$ cat config.mk
export PLATFORM = sky130hd
export DESIGN_NAME = cap_walker
export DESIGN_NICKNAME = d
export VERILOG_FILES = /design/src/rtl/cw_pkg.sv /design/src/rtl/cw_next_addr.sv /design/src/rtl/cw_visit_ctr.sv /design/src/rtl/cap_walker.sv
export SDC_FILE = /design/constraint.sdc
export NUM_CORES = 1
export LEC_CHECK = 0
export ABC_AREA = 1
export BUFFER_PORTS_ARGS = -buffer_cell sky130_fd_sc_hd__buf_4
export CORE_ASPECT_RATIO = 1.25
export CORE_UTILIZATION = 39
export CTS_BUF_LIST = sky130_fd_sc_hd__clkbuf_4
export CTS_CLUSTER_SIZE = 20
export DETAILED_ROUTE_END_ITERATION = 10
export GPL_ROUTABILITY_DRIVEN = 0
export GPL_TIMING_DRIVEN = 1
export PLACE_DENSITY = 0.59
export REMOVE_ABC_BUFFERS = 1
export SKIP_LAST_GASP = 1
export SLEW_MARGIN = 20
export SYNTH_ARGS = -nofsm -noshare
export SYNTH_HDL_FRONTEND = slang
export SYNTH_SLANG_ARGS = --single-unit
$ cat constraint.sdc
create_clock -name clk -period 3.12 [get_ports clk]
set_input_delay 0.624 -clock clk [delete_from_list [all_inputs] [get_ports clk]]
set_output_delay 0.624 -clock clk [all_outputs]
set_load 0.02 [all_outputs]
$ cat src/rtl/cw_pkg.sv
package cw_pkg;
  typedef enum logic [1:0] {
    CW_IDLE = 2'd0,
    CW_REQ  = 2'd1,
    CW_WAIT = 2'd2
  } cw_state_e;
endpackage

$ cat src/rtl/cw_next_addr.sv
// Next-address arithmetic: base plus a word-count pointer, with a carry-out flag
module cw_next_addr #(
  parameter int ADDR_W = 16,
  parameter int PTR_W  = 16
) (
  input  logic [ADDR_W-1:0] base_i,
  input  logic [PTR_W-1:0]  ptr_i,
  output logic [ADDR_W-1:0] next_o,
  output logic              ovf_o,
  output logic              zero_o
);
  localparam int SUM_W = ((ADDR_W > PTR_W + 2) ? ADDR_W : PTR_W + 2) + 1;

  logic [SUM_W-1:0] sum;

  assign sum    = SUM_W'(base_i) + (SUM_W'(ptr_i) << 2);
  assign next_o = sum[ADDR_W-1:0];
  assign ovf_o  = |sum[SUM_W-1:ADDR_W];
  assign zero_o = (ptr_i == '0);
endmodule

$ cat src/rtl/cw_visit_ctr.sv
// Counts entries visited in the current walk; flags the last permitted visit
module cw_visit_ctr #(
  parameter int MAX_VISITS = 50
) (
  input  logic clk,
  input  logic rst_n,
  input  logic clr_i,
  input  logic inc_i,
  output logic at_limit_o
);
  localparam int CW = $clog2(MAX_VISITS + 1);

  logic [CW-1:0] cnt_q;

  always_ff @(posedge clk or negedge rst_n) begin
    if (!rst_n)      cnt_q <= '0;
    else if (clr_i)  cnt_q <= '0;
    else if (inc_i)  cnt_q <= cnt_q + 1'b1;
  end

  assign at_limit_o = (cnt_q == CW'(MAX_VISITS - 1));
endmodule

$ cat src/rtl/cap_walker.sv
module cap_walker import cw_pkg::*; #(
  parameter int ADDR_W     = 16,
  parameter int DATA_W     = 32,
  parameter int ID_W       = 8,
  parameter int NEXT_W     = 8,
  parameter int HEAD_LSB   = 16,
  parameter int HEAD_W     = 16,
  parameter int PARAM_OFS  = 16,
  parameter int MAX_VISITS = 50
) (
  input  logic              clk,
  input  logic              rst_n,
  input  logic              start_i,
  input  logic [ID_W-1:0]   target_id_i,
  output logic              busy_o,
  output logic              done_o,
  output logic              found_o,
  output logic [ADDR_W-1:0] offset_o,
  output logic              rd_req_valid_o,
  input  logic              rd_req_ready_i,
  output logic [ADDR_W-1:0] rd_req_addr_o,
  input  logic              rd_rsp_valid_i,
  input  logic [DATA_W-1:0] rd_rsp_data_i
);
  localparam int PTR_W = (HEAD_W > NEXT_W) ? HEAD_W : NEXT_W;

  cw_state_e         state_q;
  logic [ADDR_W-1:0] addr_q;
  logic              head_q;
  logic [ID_W-1:0]   target_q;
  logic              done_q, found_q;
  logic [ADDR_W-1:0] off_q;

  logic [PTR_W-1:0]  ptr_sel;
  logic [ADDR_W-1:0] next_addr;
  logic              ptr_ovf, ptr_zero;
  logic              at_limit, id_hit;
  logic              accept_start, rsp_take, entry_rsp;

  assign accept_start = (state_q == CW_IDLE) && start_i;
  assign rsp_take     = (state_q == CW_WAIT) && rd_rsp_valid_i;
  assign entry_rsp    = rsp_take && !head_q;
  assign id_hit       = (rd_rsp_data_i[ID_W-1:0] == target_q);
  assign ptr_sel      = head_q ? PTR_W'(rd_rsp_data_i[HEAD_LSB +: HEAD_W])
                               : PTR_W'(rd_rsp_data_i[ID_W +: NEXT_W]);

  cw_next_addr #(.ADDR_W(ADDR_W), .PTR_W(PTR_W)) u_next (
    .base_i (addr_q),
    .ptr_i  (ptr_sel),
    .next_o (next_addr),
    .ovf_o  (ptr_ovf),
    .zero_o (ptr_zero)
  );

  cw_visit_ctr #(.MAX_VISITS(MAX_VISITS)) u_visits (
    .clk        (clk),
    .rst_n      (rst_n),
    .clr_i      (accept_start),
    .inc_i      (entry_rsp),
    .at_limit_o (at_limit)
  );

  always_ff @(posedge clk or negedge rst_n) begin
    if (!rst_n) begin
      state_q  <= CW_IDLE;
      addr_q   <= '0;
      head_q   <= 1'b0;
      target_q <= '0;
      done_q   <= 1'b0;
      found_q  <= 1'b0;
      off_q    <= '0;
    end else begin
      done_q <= 1'b0;
      unique case (state_q)
        CW_IDLE: begin
          if (start_i) begin
            target_q <= target_id_i;
            addr_q   <= ADDR_W'(PARAM_OFS);
            head_q   <= 1'b1;
            state_q  <= CW_REQ;
          end
        end
        CW_REQ: begin
          if (rd_req_ready_i) state_q <= CW_WAIT;
        end
        CW_WAIT: begin
          if (rd_rsp_valid_i) begin
            if (!head_q && id_hit) begin
              state_q <= CW_IDLE;
              done_q  <= 1'b1;
              found_q <= 1'b1;
              off_q   <= addr_q;
            end else if ((!head_q && at_limit) || ptr_zero || ptr_ovf) begin
              state_q <= CW_IDLE;
              done_q  <= 1'b1;
              found_q <= 1'b0;
              off_q   <= '0;
            end else begin
              addr_q  <= next_addr;
              head_q  <= 1'b0;
              state_q <= CW_REQ;
            end
          end
        end
        default: state_q <= CW_IDLE;
      endcase
    end
  end

  assign busy_o         = (state_q != CW_IDLE);
  assign done_o         = done_q;
  assign found_o        = found_q;
  assign offset_o       = off_q;
  assign rd_req_valid_o = (state_q == CW_REQ);
  assign rd_req_addr_o  = addr_q;
endmodule

* Word-level counts from Yosys, hierarchy flattened *
Index checks and enable logic that the tools add are counted.

word-level totals
  bits of input ports = 45
  output and inout bits = 36
  bits in registers = 51

cells by class
  equality and inequality tests = 9
  reductions and logical operators = 19
  $add $sub $neg = 2
  multiplexer cells = 27

operators with widths
  kind                                                                      count
  16-bit two-way mux                                                        7
  16-bit one-hot mux with 2 select lines                                    1
  16-bit by 18-bit adder with 19-bit output                                 1
  16-bit logical NOT                                                        1
  1-bit two-way mux                                                         12
  6-bit two-way mux                                                         2
  8-bit equality test                                                       1
  2-bit inequality test (second input constant)                             4
  2-bit nonzero test                                                        4
  6-bit by 1-bit adder with 6-bit output (second input constant)            1
  6-bit equality test (second input constant)                               1
  2-bit two-way mux                                                         3
  2-bit one-hot mux with 3 select lines                                     1
  3-bit AND reduction                                                       2
  1-bit logical AND                                                         5
  5-bit AND reduction                                                       1
  3-bit OR reduction                                                        1
  2-bit by 1-bit equality test with 1-bit output (second input constant)    1
  2-bit equality test (second input constant)                               1
  2-bit logical NOT                                                         1
  1-bit logical OR                                                          2
  2-bit by 1-bit inequality test with 1-bit output (second input constant)  1
  1-bit one-hot mux with 2 select lines                                     1
  2-bit AND reduction                                                       1
  1-bit logical NOT                                                         1

* Depth between registers and ports, before layout *
  depth after elaboration = 8
  gate-level depth with buffers = 22
  gate-level depth less buffers = 20

* Modules after synthesis *
From an unflattened synthesis, not the netlist that was laid out.

unflattened totals
  cells, all modules = 526
  area, all modules = 3588.4 um^2

modules (own cells, without submodules)
  module        area each (um^2)  cells each  times used  sequential area each (um^2)
  cap_walker    2324.7            312         1           1126.1
  cw_next_addr  887.1             165         1           0.0
  cw_visit_ctr  376.6             49          1           150.1

* Worst setup path after synthesis *
Ideal clock, no wire load.

  path kind = input-to-reg
  start point = input rd_rsp_data_i[8]
  end point = register head_q
  setup time = 123 ps
  slack = 559 ps
  cell stages on the path = 21
  data arrival time = 2438 ps
  cell sequence = inv_1 nand2_1 nand2_1 inv_1 ha_1 fa_1 nand2_1 nand2_1 nand3_1 nand2_1 nand2_1 nand2_1 nand2_1 nand2_1 inv_1 nand3_4 nand2_4 nand2_4 buf_6 nand2_1 nand2_1

on the way
  word-level cells in the longest chain between the ends = 6
  elaborated cells on any way between the ends = 8
  classes of those cells = 1 x add/sub; 1 x eq/ne; 1 x mux; 5 x reduce/logical

ends and longest elaborated chain
  element                                                                          line                                    source
  from (decl)                                                                      cap_walker.sv:23                        input logic [DATA_W-1:0] rd_rsp_data_i
  16-bit two-way mux *                                                             cap_walker.sv:44                        assign ptr_sel = head_q ? PTR_W'(rd_rsp_data_i[HEAD_LSB +: HEAD_W])
  16-bit by 18-bit adder with 19-bit output or 16-bit logical NOT (tied branches)  cw_next_addr.sv:16, cw_next_addr.sv:19
  3-bit OR reduction or 1-bit logical OR (tied branches)                           cw_next_addr.sv:18, cap_walker.sv:93
  1-bit logical OR *                                                               cap_walker.sv:93                        end else if ((!head_q && at_limit) || ptr_zero || ptr_ovf) begin
  2-bit inequality test (no line) *                                                n/a
  5-bit AND reduction (no line) *                                                  n/a
  to (signal assigned)                                                             cap_walker.sv:67                        head_q <= 1'b0;
  to (signal assigned)                                                             cap_walker.sv:79                        head_q <= 1'b1;
  to (signal assigned)                                                             cap_walker.sv:100                       head_q <= 1'b0;
  to (decl)                                                                        cap_walker.sv:29                        logic head_q;

Mark *: on every way between the ends. The rest lies on a longest branch, timed or not.
A chain may end at the register's enable or synchronous reset.

* Worst setup path in the final report *
  start point = register head_q
  end point = register addr_q[15], in the netlist rd_req_addr_o[15]

on the way
  word-level cells in the longest chain between the ends = 6
  elaborated cells on any way between the ends = 16
  classes of those cells = 1 x add/sub; 2 x eq/ne; 5 x mux; 8 x reduce/logical

ends and longest elaborated chain
  element                                                                                  line                                                  source
  16-bit two-way mux or 1-bit logical NOT (tied branches)                                  cap_walker.sv:44, cap_walker.sv:88, cap_walker.sv:93
  16-bit by 18-bit adder with 19-bit output, or another cell as far along                  cw_next_addr.sv:16                                    assign sum = SUM_W'(base_i) + (SUM_W'(ptr_i) << 2);
  3-bit OR reduction, or another cell as far along                                         cw_next_addr.sv:18                                    assign ovf_o = |sum[SUM_W-1:ADDR_W];
  1-bit logical OR or 16-bit two-way mux (tied branches)                                   cap_walker.sv:93, cap_walker.sv:88
  2-bit inequality test (no line) or 16-bit two-way mux (tied branches)                    n/a
  5-bit AND reduction (no line) or 16-bit one-hot mux with 2 select lines (tied branches)  n/a
  to (signal assigned)                                                                     cap_walker.sv:78                                      addr_q <= ADDR_W'(PARAM_OFS);
  to (signal assigned)                                                                     cap_walker.sv:99                                      addr_q <= next_addr;
  to (decl)                                                                                cap_walker.sv:28                                      logic [ADDR_W-1:0] addr_q;

Parallel ways exist; a longest one is shown, timed or not. The select of a mux whose other input is x is not followed.

==> summary.txt <==
Outcome
  – Status: complete, no violations

Timing
  – Fin crit share: 87.23%
  – Fmax: 367.4 MHz
  – Setup TNS: 0 ns
  – Least-Margin Pin Slew: 0.5909 ns
  – Final Hold Viols: 0
  – Fin crit period: 2.721 ns
  – Clk_skew: 0.01833 ns
  – Relative slew slack: 60.61%
  – Final setup fails: 0
  – Unrepaired setup endpoints after global routing: false
  – Fin Hold WS: 0.2428 ns
  – Worst setup margin: 0.3985 ns
  – Max-slew violations: 0

Synth
  – Largest cells by area after synthesis: dfrtp_1 35%, nand2_1 20%, inv_1 8.0%
  – Ys flop type: dfrtp_1
  – Cell with the most instances after synthesis: nand2_1
  – Syn_area_per_cell: 6.812 um2
  – #FFs+latches synth: 47
  – Post-synthesis async set-or-reset flop share: 100.0%
  – Synth top area share: 34.53%
  – Commonest cells in the netlist: 183 x nand2_1, 73 x inv_1, 47 x dfrtp_1
  – Number of synthesized flops with an enable pin: 0
  – Register area share after synthesis: 34.53%
  – Synth warn: 0
  – Mapped Area: 0.003406 mm2
  – Cells after Synth: 500
  – Largest area contributor in the netlist: dfrtp_1
  – Yosys cell types: 37

Layout
  – Final Instance Area: 0.004110 mm2
  – Layout cells sized above 1: 20.03%
  – Nets: 635
  – Filler cells: 863
  – Area of the multi-input gates: 0.001827 mm2
  – Number of antenna cells inserted: 0
  – FF+latch area: 0.001177 mm2
  – Fin cells: 671
  – Post-Route Utilization: 49.32%
  – Area growth from synthesis to layout: 20.68%

CTS
  – CTS Sinks: 47
  – H-tree depth: 2
  – Clk buf depth: 2
  – Skew-Pair Late Insertion Delay: 0.37 ns
  – CTS tree: yes
  – Num CTS Buffers: 5
  – CTS root buf: clkbuf_4
  – CTS clk-pin slew, worst paths: 0.15 ns

Power and ir drop
  – Logic pwr share: 56.9%
  – Clk pwr share: 12.4%
  – Net Switching: 1.408 mW
  – Switching Fraction: 48.04%
  – P_int: 1.523 mW
  – Power Dens Cells: 712.9 mW/mm2
  – Reg power frac: 30.6%
  – Pleak: 2.501 nW
  – Total power draw: 2.930 mW
  – Peak VDD IR: 0.3094 mV

Worst hold path
  – Hold Path Class: in -> async

Setup path
  – Worst Path Arrival: 2.98 ns
  – Nature of the critical path startpoint: flop
  – Critical Path RT: 3.38 ns
  – Crit path max fanout: 16
  – Crit path kind: reg -> reg
  – Setup crit end kind: flop

Run
  – Max-cap violations: 0

Global routing
  – Initial antenna violation count: 0
  – Vias in the first global route: 3022
  – Global-route wire length before repair: 13560 um
  – GRT Residual Overflow: 0
  – Largest net degree at the start of global routing: 48
  – All-Layer GR Usage: 18.63%

Floorplan
  – Row cnt: 37
  – Core area: 0.008333 mm2
  – Chip Width: 85.59 um
  – I/O Pins: 81
  – Die H: 106.5 um
  – Starting density of the core: 40.87%
  – DIE AREA: 0.009113 mm2

Placement
  – HPWL Detailed: 6490 um
  – Placed cells: 663
  – Setup WS pre-CTS: 0.2073 ns
  – Placed Area: 0.004025 mm2
  – Port Buffer Count: 76

Drt
  – Total number of vias: 3222
  – Drt wl/cell: 11.88 um
  – Total wire length: 7972 um
  – Vias/cell: 4.802
  – Detailed Route Iter0 Violations: 117
  – Antenna-violating nets left: 0
  – Pre-antenna DRT Iters: 4
  – DR DRC count: 0
-- cell type report --
| class | instances | share of cell area (%) |
|---|---|---|
| inverter | 82 | 7.489 |
| tap | 97 | 2.953 |
| timing repair buffer | 80 | 14.61 |
| clock inverter | 3 | 0.9437 |
| sequential | 47 | 28.65 |
| multi-input combinational | 357 | 44.44 |
| clock buffer | 5 | 0.9132 |
-- power groups by stage --
| stage | clock, mW | combinational (mW) | sequential, mW |
|---|---|---|---|
| after global placement | 0 | 1.65 | 0.907 |
| after detailed placement | 0 | 1.67 | 0.911 |
| after floorplan | 0 | 1.10 | 0.958 |
| final | 0.364 | 1.67 | 0.898 |
| after global routing | 0.405 | 1.89 | 0.920 |
| after CTS | 0.383 | 1.67 | 0.897 |
-- flip-flops by register name, indices dropped and copies added (netlist names) --
signal          cells
done_o              1
offset_o           14
target_q            8
rd_req_addr_o      14
state_q             2
head_q              1
found_o             1
u_visits.cnt_q      6
-- worst paths after layout --
| path | end | cells after the start | from | slack [ns] |
|---|---|---|---|---|
| max in group asynchronous | head_q$_DFFE_PN0P_ | 1 | rst_n | 2.45 |
| worst min-delay path | rd_req_addr_o[6]$_DFFE_PN0P_ | 1 | rst_n | 0.24 |
| worst min register to register | offset_o[9]$_DFFE_PN0P_ | 2 | offset_o[9]$_DFFE_PN0P_ | 0.48 |
| min in group clk | target_q[4]$_DFFE_PN0P_ | 3 | target_id_i[4] | 0.44 |
| worst max register to register | rd_req_addr_o[15]$_DFFE_PN0P_ | 20 | head_q$_DFFE_PN0P_ | 0.40 |
| worst max-delay path | rd_req_addr_o[15]$_DFFE_PN0P_ | 20 | head_q$_DFFE_PN0P_ | 0.40 |
-- repair_timing --
item | CTS | global route
setup buffers | 0 | 0
setup endpoints to repair | 0 | 15
hold buffers | 0 | 0
resized for setup | 0 | 2
-- critical path, cell delays in order (launching register included) --
cell and delay, ns:
dfrtp_2 0.52, inv_2 0.12, nand2_1 0.05, nand2_1 0.07, inv_1 0.04, ha_1 0.20
fa_1 0.39, nand2_1 0.10, nand2_1 0.08, nand3_1 0.07, nand2_1 0.10, nand2_1 0.10
nand2_1 0.05, nand2_1 0.08, nand2_1 0.06, inv_1 0.09, nand3_4 0.11, nand2_4 0.10
nand2_4 0.13, nand2_1 0.10, nand2_1 0.05
-- cell families (layout without fill, tap and decap cells) --
logic type                 Yosys count  count (layout)  synth area share, %
xor gates and xnor gates            12              12                3.086
buffers and inverters               99             170                12.38
DFF                                 47              47                34.53
and+or+nand+nor                    285             285                37.07
AOI/OAI and AO/OA                   39              39                6.356
adders and majority gates           17              17                6.466
other                                1               4               0.1101
-- per-layer routing --
| layer | vias to the layer above | part of all wire, % | track usage [%] |
|---|---|---|---|
| li1 | 1696 | - | - |
| met5 | - | 0 | 0 |
| met2 | 68 | 49 | 33.43 |
| met4 | 0 | 2.3 | 6.071 |
| met1 | 1446 | 45 | 22.63 |
| met3 | 12 | 3.5 | 2.717 |
-- cells in the final DEF, fill, tap and decap left out, types with 5 or more instances in the layout --
cell,synthesis,routed
nand2_1,183,183
o21ai_0,11,11
inv_1,73,73
xnor2_1,5,5
inv_2,9,9
nand4_1,25,25
dfrtp_1,47,46
a21oi_1,13,13
buf_4,5,80
nor2_1,33,33
o21ai_1,7,7
ha_1,16,16
nand3_1,19,19
clkbuf_4,0,5
xor2_1,7,7
Power figures use the tool's default switching activity.
